**config.mk**
```make
export PLATFORM = sky130hd
export DESIGN_NAME = ling_sparse_adder
export DESIGN_NICKNAME = d
export VERILOG_FILES = /design/src/rtl/ling_pkg.sv /design/src/rtl/ling_pair_stage.sv /design/src/rtl/ling_kogge_tree.sv /design/src/rtl/ling_cond_group.sv /design/src/rtl/ling_sparse_adder.sv
export SDC_FILE = /design/constraint.sdc
export NUM_CORES = 1
export LEC_CHECK = 0
export BUFFER_PORTS_ARGS = -buffer_cell sky130_fd_sc_hd__buf_2
export CAP_MARGIN = 20
export CORE_ASPECT_RATIO = 0.75
export CORE_MARGIN = 8
export CORE_UTILIZATION = 55
export DETAILED_ROUTE_END_ITERATION = 10
export PLACE_DENSITY = 0.91
export SLEW_MARGIN = 20
export SYNTH_ARGS = -nofsm -noshare
export SYNTH_HDL_FRONTEND = slang
export SYNTH_SLANG_ARGS = --single-unit
```
**constraint.sdc**
```tcl
create_clock -name clk -period 4.6 [get_ports clk]
set_input_delay 0.92 -clock clk [delete_from_list [all_inputs] [get_ports clk]]
set_output_delay 0.92 -clock clk [all_outputs]
set_load 0.03 [all_outputs]
```
**src/rtl/ling_pkg.sv**
```systemverilog
package ling_pkg;

    // Pseudo-carry / transmit pair carried through the prefix network
    typedef struct packed {
        logic h;
        logic t;
    } ht_t;

    // Associative combine: upper span over lower span
    function automatic ht_t ht_combine(input ht_t hi, input ht_t lo);
        ht_t r;
        r.h = hi.h | (hi.t & lo.h);
        r.t = hi.t & lo.t;
        return r;
    endfunction

endpackage

```
**src/rtl/ling_pair_stage.sv**
```systemverilog
// Merged bitwise + first recurrence level: one (h,t) pair per 2-bit group.
module ling_pair_stage #(
    parameter int WIDTH = 64,
    localparam int NG = WIDTH / 2
) (
    input  logic [WIDTH-1:0]          a,
    input  logic [WIDTH-1:0]          b,
    output logic [WIDTH-1:0]          tx,
    output ling_pkg::ht_t [NG-1:0]    grp
);
    logic [WIDTH-1:0] gen;

    assign gen = a & b;
    assign tx  = a | b;

    for (genvar k = 0; k < NG; k++) begin : g_pair
        assign grp[k].h = gen[2*k+1] | gen[2*k];
        if (k == 0) begin : g_low
            // nothing below bit 0: carry-in is zero
            assign grp[k].t = 1'b0;
        end else begin : g_mid
            assign grp[k].t = tx[2*k] & tx[2*k-1];
        end
    end
endmodule

```
**src/rtl/ling_kogge_tree.sv**
```systemverilog
// Minimum-depth Kogge-Stone prefix over group pairs, fan-in two per cell.
module ling_kogge_tree #(
    parameter int NG = 32,
    localparam int LEVELS = (NG > 1) ? $clog2(NG) : 1
) (
    input  ling_pkg::ht_t [NG-1:0] leaf,
    output ling_pkg::ht_t [NG-1:0] pref
);
    ling_pkg::ht_t [NG-1:0] lvl [LEVELS+1];

    assign lvl[0] = leaf;

    for (genvar l = 0; l < LEVELS; l++) begin : g_lvl
        localparam int SPAN = 1 << l;
        for (genvar k = 0; k < NG; k++) begin : g_cell
            if (k >= SPAN) begin : g_op
                assign lvl[l+1][k] = ling_pkg::ht_combine(lvl[l][k], lvl[l][k-SPAN]);
            end else begin : g_buf
                assign lvl[l+1][k] = lvl[l][k];
            end
        end
    end

    assign pref = lvl[LEVELS];
endmodule

```
**src/rtl/ling_cond_group.sv**
```systemverilog
// 2-bit conditional sum block selected by the incoming pseudo-carry.
module ling_cond_group (
    input  logic [1:0] a2,
    input  logic [1:0] b2,
    input  logic       t_below,
    input  logic       h_in,
    output logic [1:0] s2
);
    logic [1:0] half;
    logic       g_lo;
    logic       t_lo;
    logic [1:0] s_nc;
    logic [1:0] s_wc;
    logic [1:0] s_hp;

    assign half = a2 ^ b2;
    assign g_lo = a2[0] & b2[0];
    assign t_lo = a2[0] | b2[0];

    // carry-in 0 / carry-in 1 candidates
    assign s_nc = {half[1] ^ g_lo, half[0]};
    assign s_wc = {half[1] ^ t_lo, ~half[0]};

    // pseudo-carry high: real carry exists only if the bit below transmits
    assign s_hp = t_below ? s_wc : s_nc;
    assign s2   = h_in ? s_hp : s_nc;
endmodule

```
**src/rtl/ling_sparse_adder.sv**
```systemverilog
module ling_sparse_adder #(
    parameter int WIDTH   = 64,
    parameter bit REG_OUT = 1'b1,
    localparam int NG = WIDTH / 2
) (
    input  logic             clk,
    input  logic             rst_n,
    input  logic [WIDTH-1:0] a,
    input  logic [WIDTH-1:0] b,
    output logic [WIDTH-1:0] sum,
    output logic             cout
);
    logic [WIDTH-1:0]       tx;
    ling_pkg::ht_t [NG-1:0] grp;
    ling_pkg::ht_t [NG-1:0] pref;
    logic [WIDTH-1:0]       sum_c;
    logic                   cout_c;

    ling_pair_stage #(.WIDTH(WIDTH)) u_pair (
        .a   (a),
        .b   (b),
        .tx  (tx),
        .grp (grp)
    );

    ling_kogge_tree #(.NG(NG)) u_tree (
        .leaf (grp),
        .pref (pref)
    );

    for (genvar k = 0; k < NG; k++) begin : g_sum
        if (k == 0) begin : g_first
            ling_cond_group u_grp (
                .a2      (a[1:0]),
                .b2      (b[1:0]),
                .t_below (1'b0),
                .h_in    (1'b0),
                .s2      (sum_c[1:0])
            );
        end else begin : g_rest
            ling_cond_group u_grp (
                .a2      (a[2*k+1:2*k]),
                .b2      (b[2*k+1:2*k]),
                .t_below (tx[2*k-1]),
                .h_in    (pref[k-1].h),
                .s2      (sum_c[2*k+1:2*k])
            );
        end
    end

    // carry-out: conditional value selected by the top pseudo-carry
    assign cout_c = pref[NG-1].h ? tx[WIDTH-1] : 1'b0;

    logic [WIDTH:0] ref_w;
    assign ref_w = {1'b0, a} + {1'b0, b};

    if (REG_OUT) begin : g_reg
        logic primed;

        always_ff @(posedge clk) begin
            if (!rst_n) begin
                sum    <= '0;
                cout   <= 1'b0;
                primed <= 1'b0;
            end else begin
                sum    <= sum_c;
                cout   <= cout_c;
                primed <= 1'b1;
            end
        end

        assert_sum_R1: assert property (@(posedge clk) disable iff (!rst_n)
            primed |-> (sum == $past(ref_w[WIDTH-1:0])));
        assert_cout_R2: assert property (@(posedge clk) disable iff (!rst_n)
            primed |-> (cout == $past(ref_w[WIDTH])));
    end else begin : g_comb
        assign sum  = sum_c;
        assign cout = cout_c;

        assert_sum_R1: assert property (@(posedge clk) disable iff (!rst_n)
            sum == ref_w[WIDTH-1:0]);
        assert_cout_R2: assert property (@(posedge clk) disable iff (!rst_n)
            cout == ref_w[WIDTH]);
    end

    assert_bit0_R5: assert property (@(posedge clk) disable iff (!rst_n)
        sum_c[0] == (a[0] ^ b[0]));

    for (genvar k = 0; k < NG; k++) begin : g_chk
        localparam int LW = 2 * k + 2;
        logic [LW:0] part;
        assign part = {1'b0, a[LW-1:0]} + {1'b0, b[LW-1:0]};
        assert_realcarry_R4: assert property (@(posedge clk) disable iff (!rst_n)
            (pref[k].h & tx[2*k+1]) == part[LW]);
    end
endmodule

```
==> results of run 1 <==
==> area by class of cell <==
type	instances	area [µm²]	share of cell area [%]
multi-input combinational	545	4180	56.0
clock inverter	3	40.0	0.536
antenna	1	2.50	0.0335
clock buffer	12	256	3.43
timing repair buffer	194	971	13.0
sequential	65	1300	17.4
inverter	143	538	7.21
tap	140	175	2.35
==> power by group <==
part | switching (mW) | total (mW) | internal (mW)
clock network | 0.248 | 0.692 | 0.444
logic | 0.532 | 0.861 | 0.328
registers | 0.0210 | 0.667 | 0.646
total | 0.802 | 2.22 | 1.42
==> flip-flops by register name (all words and copies together), names as in the netlist <==
name,count
cout,1
sum,64
==> cells in the final DEF, fill, tap and decap left out, types with 6 or more instances in the layout <==
| cell | Yosys | final |
|---|---|---|
| o211ai_1 | 6 | 6 |
| buf_2 | 0 | 194 |
| mux2i_1 | 10 | 10 |
| nor2_1 | 124 | 124 |
| nor4_1 | 8 | 8 |
| a21oi_1 | 27 | 27 |
| o31ai_1 | 21 | 21 |
| xor2_1 | 12 | 12 |
| nor3_1 | 13 | 13 |
| ha_1 | 127 | 127 |
| clkbuf_16 | 0 | 9 |
| or3_1 | 7 | 7 |
| inv_1 | 143 | 142 |
| xnor2_1 | 40 | 40 |
| dfxtp_1 | 65 | 65 |
| a31oi_1 | 6 | 6 |
| o21ai_0 | 22 | 22 |
| nand2_1 | 27 | 27 |
| nand3b_1 | 8 | 8 |
| o31a_1 | 7 | 7 |
==> cells by family (layout without fill, tap and decap cells) <==
| family | after synthesis | after routing | synth area share, % |
|---|---|---|---|
| mux | 10 | 10 | 1.65 |
| simple gates | 224 | 224 | 17.8 |
| fa+ha+maj | 127 | 127 | 26.2 |
| compound gates | 132 | 132 | 15.8 |
| xor+xnor | 52 | 52 | 7.51 |
| flops | 65 | 65 | 21.5 |
| other cells | 0 | 1 | 0 |
| buf+inv | 152 | 352 | 9.57 |
==> per-layer routing <==
metal  vias to the layer above  global-route usage (%)  share of wire (%)
met5                         -                       0                  0
met4                         0                    6.26                1.6
met3                        22                    5.61                6.9
met2                       174                    39.6                 49
met1                      2639                    26.1                 43
li1                       2910                       -                  -
==> path summary, 6_finish.rpt <==
check | startpoint | end | slack [ns] | depth (start not counted)
min | b[0] | sum[0]$_SDFF_PN0_ | 0.91 | 3
max | a[16] | sum[43]$_SDFF_PN0_ | 1.08 | 11
==> per-stage QoR <==
stage	cell area, µm²	utilization (%)
finish	7470	69.0
global route	7470	69.0
CTS	7460	69.0
detailed placement	7170	66.3
global placement	7170	66.3
floorplan	6060	-
==> worst min-delay path, delay by kind of cell <==
family                     cells  cell delay [ns]
and+or+nand+nor                1             0.10
buffers and inverters          1             0.08
adders and majority gates      1             0.10
==> synth_stat cells, types with 8 or more instances <==
library cell  count
xor2_1           12
nor2_1          124
mux2i_1          10
o21ai_0          22
nor4_1            8
inv_1           143
ha_1            127
a21oi_1          27
o31ai_1          21
nand2_1          27
nand3b_1          8
clkbuf_1          8
nor3_1           13
dfxtp_1          65
xnor2_1          40
==> key figures, run 1 <==
Pwr
  – Total power: about 2.2 mW
  – Static Leakage: roughly 4 nW
  – Worst VDD drop: 0.158 mV
  – Pwr Density: between 200 and 300 mW/mm²

Clock network
  – Clk root buf: clkbuf_16
  – Num CTS Buffers: 9
  – Max clock buf depth: 2
  – CTS hold repair buffers: 0
  – Post-CTS sizing: 0
  – H-Tree Level Count: 3
  – Sink Count: between 60 and 70
  – Reg clk slew, reported paths: 0.05 ns
  – CTS tree: built
  – Setup bufs post-CTS: 0

Cells and area
  – Layout area overhead: 23.1%
  – Final cell count without fillers: 1,103
  – Share of layout cells above drive strength 1: between 20 and 25%
  – Nets@finish: about 1,200
  – Number of fill cells: 880

Critical path
  – Worst path max stage delay: 0.69 ns
  – Cell breakdown of the critical path: buf_2 > ha_1 > nor2_1 > o31ai_1 > a2111oi_0 > o211ai_1 > o21ai_2 > a21bo_2 > a21oi_1 > and4_1 > a311o_1
  – Buf+Inv Stages, Crit Path: 1
  – Slowest stage cell, crit path: a2111oi_0
  – Crit path launch type: input port
  – Arrival time of the worst setup path: around 3.7 ns
  – Worst-path maximum fanout: 6
  – Crit path max-delay family: compound AO/OA/AOI/OAI gates
  – CP endpoint kind: flop
  – Crit path kind: in -> reg
  – WP data required: slightly below 5 ns

Place
  – Post-DP HPWL: 13,700 µm
  – RD Place Congestion: between 0.8 and 0.9
  – Port Buffers: 194
  – Placed cells: between 1,000 and 1,500
  – Pre-CTS setup slack: 0.773 ns

Die
  – Core box area: approximately 0.011 mm²
  – Starting Density: a little under three fifths
  – I/O Pins: ~200
  – DIE AREA: 0.0147 mm²
  – Row count: 33
  – Die X: ~140 µm
  – Die H: about 110 µm

Route
  – Routed Antenna Nets: 0
  – Routed WL: between 15,000 and 20,000 µm
  – DR iter-0 viols: about 340
  – DR vias/cell: between 5 and 6
  – Number of remaining DRC errors: 0
  – 1st-pass router iterations: 5
  – Via count: 5,745
  – Routed len/inst: roughly 15 µm

Logic synthesis
  – Synth area leader: ha_1
  – #FFs+latches synth: 65
  – Synthesized instance count: 762
  – Sequential fraction of the synthesis area: ~21%
  – Post-synth ARST share: 0%
  – Top cells by area, synth: ha_1 26%, dfxtp_1 21%, inv_1 8.9%, nor2_1 7.7%, xnor2_1 5.8%
  – Syn Area/Cell: ~8.0 µm²
  – Yosys warnings: 0
  – Post-Syn Nets: around 1,000
  – Share of the synthesized area in the top cell type: a little over a quarter
  – Post-synth EDFFs: 0
  – Synth cell types: 62
  – Mapped Area: between 0.006 and 0.007 mm²
  – Ys flop type: dfxtp_1

Timing
  – # setup viols final: 0
  – Fin crit period: around 3.5 ns
  – Worst Max-Slew Pin Slew: between 0.8 and 0.9 ns
  – Final period util: about three quarters
  – Worst slew margin: about two fifths
  – Hold slack: ~0.91 ns
  – Fin worst setup slack: about 1.1 ns
  – Final Hold Viols: 0
  – Max Slew Vio Count: 0
  – Highest clock rate: 284 MHz
  – Setup TNS: 0 ns
  – RSZ-0062 raised after global routing: no

Worst hold path
  – Worst Hold Class: in -> reg

GRT
  – Vias in the first global route: about 6,000
  – Global-route usage over all layers: 22.3%
  – Initial antenna violation count: 1
  – First-pass GRT wire length: 26,700 µm
  – Pin count of the biggest net entering global routing: 60
  – Total grt overflow: 0

Status
  – Status: complete, no violations

Run
  – Max Cap Viol: 0
(Power assumes the default switching activity.)
==> run 2, diff against run 1 <==
- CORE_UTILIZATION: 55 -> 47
- PLACE_DENSITY: 0.91 -> 0.84
- clock period: 4.6 -> 3.1 ns (I/O delays scaled with it)
==> run 2 against run 1 <==
  * Critical path depth grew 2
  * Combinational power grew 58%
  * Hold slack lost 0.30 ns
  * Clock-buffer cell count grew 2
  * Die area grew 15%
  * Clock power grew 53%
  * First-iteration DRC count shrank 32%
  * Flip-flop and latch count is the same
  * Highest routed layer unchanged
==> key figures, run 2 (synthesis results as in run 1) <==
Route
  – Routed len/inst: 14.2 µm
  – Via count: 5,887
  – Routed WL: about 17,000 µm
  – DR iter-0 viols: between 200 and 250
  – 1st-pass router iterations: 5
  – Number of remaining DRC errors: 0
  – DR vias/cell: 4.95
  – Routed Antenna Nets: 0

GRT
  – Total grt overflow: 0
  – Vias in the first global route: a little over 6,000
  – Initial antenna violation count: 0
  – Global-route usage over all layers: around 20%
  – First-pass GRT wire length: between 20,000 and 30,000 µm
  – Pin count of the biggest net entering global routing: 34

Clock network
  – Clk root buf: clkbuf_16
  – Max clock buf depth: 2
  – Reg clk slew, reported paths: 0.05 ns
  – CTS tree: built
  – Num CTS Buffers: 9
  – Setup bufs post-CTS: 0
  – Sink Count: 65
  – H-Tree Level Count: 3

Die
  – Die H: about 110 µm
  – Core box area: about 0.013 mm²
  – I/O Pins: a little under 200
  – Die X: 147 µm
  – DIE AREA: approximately 0.017 mm²
  – Row count: 36
  – Starting Density: 47.4%

Timing
  – Fin crit period: 2.85 ns
  – Hold slack: 0.605 ns
  – Worst Max-Slew Pin Slew: approximately 0.64 ns
  – # setup viols final: 0
  – Final Hold Viols: 0
  – Final period util: a little over 90%
  – Worst slew margin: a little under three fifths
  – Max Slew Vio Count: 0
  – RSZ-0062 raised after global routing: no
  – Highest clock rate: roughly 350 MHz

Critical path
  – Arrival time of the worst setup path: between 3 and 4 ns
  – Worst-path maximum fanout: 4
  – Slowest stage cell, crit path: a2111o_1
  – WP data required: 3.36 ns
  – Crit path kind: in -> reg
  – Buf+Inv Stages, Crit Path: 3
  – Cell breakdown of the critical path: buf_2 > inv_1 > ha_1 > nor4_4 > buf_4 > nor2b_1 > o21ai_0 > nand4_2 > nand3_2 > a2111o_1 > and3_4 > or3_1 > a21oi_1
  – CP Capture Point: sum[60]$_SDFF_PN0_
  – Worst path max stage delay: between 0.4 and 0.5 ns
  – Worst setup path start: a[10]
  – Crit path launch type: input port
  – CP Depth: 13
  – CP endpoint kind: flop
  – Crit path max-delay family: simple AND/OR/NAND/NOR gates

Cells and area
  – Top reg by flops: sum
  – Commonest non-fill, non-tap cell in the layout: buf_2
  – Biggest regs: sum x64, cout x1
  – Commonest non-fill, non-tap cells in the layout: 194 x buf_2, 142 x inv_1, 127 x ha_1
  – Layout area overhead: 31.1%
  – Share of layout cells above drive strength 1: approximately 28%
  – Final cell count without fillers: 1,189
  – Nets@finish: approximately 1,300
  – Max reg flops: between 60 and 70

Pwr
  – Worst VDD drop: 0.342 mV
  – Static Leakage: between 4 and 5 nW
  – Total power: 3.41 mW
  – Pwr Density: ~430 mW/mm²

Run
  – Max Cap Viol: 0

Status
  – Status: complete, no violations

Worst hold path
  – Worst Hold Class: in -> reg
  – Hold Path Origin: b[0]

Place
  – RD Place Congestion: 0.848
  – Placed cells: around 1,200
  – Port Buffers: roughly 190
  – Post-DP HPWL: 14,200 µm
## run 2: metal layers
layer | vias up | track usage, % | routed length [µm]
li1 | 3027 | - | -
met3 | 19 | 6.32 | 1200
met4 | 0 | 5.01 | 265
met1 | 2657 | 24.2 | 7700
met2 | 184 | 34.3 | 7720
met5 | - | 0 | 0
## run 2: worst min path at each step
stage                         to  slack (ns)  cells past startpoint
2_1_floorplan  sum[0]$_SDFF_PN0_        0.84                      2
3_3_place_gp   sum[0]$_SDFF_PN0_        0.94                      3
3_5_place_dp   sum[0]$_SDFF_PN0_        0.95                      3
4_1_cts        sum[0]$_SDFF_PN0_        0.59                      3
5_1_grt        sum[0]$_SDFF_PN0_        0.59                      3
6_report       sum[0]$_SDFF_PN0_        0.61                      3
## run 2: area by class of cell
class	count	area, µm²
Antenna cell	1	2.50
Clock buffer	14	274
Clock inverter	2	35.0
Fill cell	1095	4840
Inverter	143	537
Multi-Input combinational cell	545	4200
Sequential cell	65	1300
Tap cell	171	214
Timing Repair Buffer	248	1390
## run 2: metrics by stage
| stage | utilization [%] | instance area, µm² | TNS, ns | worst slack, ns |
|---|---|---|---|---|
| after global routing | 62.1 | 7950 | 0 | 0.0366 |
| after detailed placement | 59.6 | 7620 | -1.45 | -0.167 |
| after global placement | 59.6 | 7620 | -0.851 | -0.136 |
| final | 62.1 | 7950 | 0 | 0.253 |
| after CTS | 62.0 | 7930 | 0 | 0.196 |
| after floorplan | - | 6060 | 0 | 0.191 |
## run 2: power breakdown
group          total (mW)  internal (mW)  switching [mW]
combinational        1.36          0.554           0.806
clock                1.06          0.688           0.376
sequential          0.989          0.958          0.0314
## run 2: tightest hold or removal path, delay by kind of cell
kind / cells / cell delay (ns)
AND/OR/NAND/NOR: 1 / 0.11
adder cells (fa/ha/maj): 1 / 0.10
buffers and inverters: 1 / 0.08
## run 2: repair_timing
action / 4_1_cts / 5_1_grt
hold buffers: 0 / 0
gates resized for setup: 0 / 4
setup endpoints to repair: 0 / 5
==> run 3, diff against run 2 <==
- CELL_PAD_IN_SITES_DETAIL_PLACEMENT: unset -> 0
- CELL_PAD_IN_SITES_GLOBAL_PLACEMENT: unset -> 1
- CORE_UTILIZATION: 47 -> 34
==> run 3 against run 2 <==
  * Power up 0.32%
  * Clock-buffer cell count down 4
  * Global-route usage down 4.5 points
  * Cell area up 3.1%
  * Critical path type unchanged
  * Worst setup slack worse by 0.055 ns
  * Maximum frequency down 1.9%
  * Combinational power about the same
  * Core utilization down 15 points
  * Critical path depth up 1
  * Wire length up 2.9%
==> key figures, run 3 (synthesis results as in run 1) <==
Cells and area
  – Commonest non-fill, non-tap cell in the layout: buf_2
  – Number of fill cells: roughly 1,800
  – Register Area: 0.00130 mm²
  – Multi-input gate area: roughly 0.0042 mm²
  – Share of layout cells above drive strength 1: a little under a third
  – Max reg flops: 64
  – Biggest regs: sum x64, cout x1
  – Final core utilization: a little under half
  – Layout area overhead: 35.2%
  – Nets@finish: approximately 1,300
  – Commonest non-fill, non-tap cells in the layout: 194 x buf_2, 142 x inv_1, 127 x ha_1
  – Top reg by flops: sum

Clock network
  – Num CTS Buffers: 9
  – Sink Count: 65
  – Post-CTS sizing: 0
  – Clk root buf: clkbuf_16
  – Reg clk slew, reported paths: about 0.050 ns
  – CTS hold repair buffers: 0
  – Setup bufs post-CTS: 0
  – Max clock buf depth: 2
  – H-Tree Level Count: 3
  – CTS tree: built

Route
  – Via count: between 5,000 and 6,000
  – Routed WL: roughly 17,000 µm
  – 1st-pass router iterations: 4
  – Routed len/inst: between 10 and 15 µm
  – DR iter-0 viols: 266
  – DR vias/cell: 4.56
  – Number of remaining DRC errors: 0
  – Routed Antenna Nets: 0

Place
  – Post-DP HPWL: 15,100 µm
  – Pre-CTS setup slack: -0.226 ns
  – Port Buffers: approximately 190
  – RD Place Congestion: approximately 0.80

Worst hold path
  – Worst Hold Class: in -> reg

GRT
  – Vias in the first global route: ~6,000
  – Total grt overflow: 0
  – Pin count of the biggest net entering global routing: 28
  – Global-route usage over all layers: about 16%
  – Met2 GRT Util: between 20% and 30%
  – Most Used Layer, Global Route: met2
  – Met1 usage: about a fifth
  – Routing usage on met3: under 10%
  – First-pass GRT wire length: between 20,000 and 30,000 µm
  – Initial antenna violation count: 0

Die
  – Row count: 42
  – Starting Density: between 30% and 40%
  – Die H: 132 µm
  – I/O Pins: approximately 200
  – Die X: ~170 µm
  – Core box area: 0.0176 mm²
  – DIE AREA: approximately 0.022 mm²

Timing
  – Fin worst setup slack: slightly below 0.2 ns
  – Highest clock rate: 345 MHz
  – # setup viols final: 0
  – Worst Max-Slew Pin Slew: 0.639 ns
  – Fin crit period: 2.90 ns
  – Final period util: between 90% and 100%
  – Setup TNS: 0 ns
  – Final Hold Viols: 0
  – Max Slew Vio Count: 0
  – Worst slew margin: 57.0%
  – RSZ-0062 raised after global routing: yes

Run
  – Max Cap Viol: 0

Critical path
  – Slowest stage cell, crit path: a2111oi_1
  – Cell breakdown of the critical path: buf_2 > ha_1 > nor2_1 > o31ai_1 > buf_4 > a2111oi_1 > buf_4 > o211ai_1 > o21ai_2 > buf_12 > a21o_1 > o22a_2 > xor2_1 > nor2_1
  – Crit path launch type: input port
  – Arrival time of the worst setup path: 3.12 ns
  – Worst-path maximum fanout: 6
  – WP data required: ~3.3 ns
  – Worst path max stage delay: roughly 0.44 ns
  – Crit path kind: in -> reg
  – CP endpoint kind: flop

Pwr
  – Pwr Density: about 420 mW/mm²
  – Worst VDD drop: ~0.27 mV
  – Static Leakage: 4.49 nW
  – Total power: about 3.4 mW

Status
  – Status: complete, no violations
-- run 3: cell types whose count changed in the layout (fill, tap and decap cells not counted), sizes merged --
cell / before / now
clkinvlp: 0 / 2
clkbuf: 14 / 10
buf: 248 / 270
clkinv: 1 / 3
-- run 3: final cells by class --
class,instances,share of cell area [%]
diodes,1,0.0305
clock buffers,10,2.92
clock inverters,6,0.824
inverters,143,6.55
multi-input cells,545,51.2
flip-flops and latches,65,15.9
well taps,242,3.69
repair buffers,270,19.0
-- run 3: worst max-delay path: cells and delay by family --
family,cells,cell delay [ns]
buffers and inverters,4,0.60
AND/OR/NAND/NOR,2,0.23
AO/OA/AOI/OAI,6,1.31
XOR/XNOR,1,0.16
adder cells (fa/ha/maj),1,0.19
-- run 3: power by group --
part | leakage, nW | internal (mW) | total [mW] | switching [mW]
registers | 0.542 | 0.957 | 0.987 | 0.0299
clock network | 0.145 | 0.645 | 1.05 | 0.408
logic | 3.80 | 0.576 | 1.38 | 0.807
-- run 3: path summary, 6_finish.rpt --
path / from / end / slack [ns] / depth (start not counted)
worst max-delay path: a[17] / sum[62]$_SDFF_PN0_ / 0.20 / 14
worst min-delay path: b[0] / sum[0]$_SDFF_PN0_ / 0.60 / 3
-- run 3: stage by stage --
step                      area [µm²]  hold slack, ns  std cells
after floorplan                 6060           0.843        762
after global placement          7880           0.939       1265
after detailed placement        7880           0.941       1265
after CTS                       8180           0.584       1281
after global routing            8190           0.604       1281
final                           8200           0.598       1282
-- run 3: layer usage --
metal  vias to the layer above  share of wire (%)
met5                         -                  0
met3                        11                6.7
li1                       3063                  -
met4                         0               0.95
met2                       135                 44
met1                      2633                 49
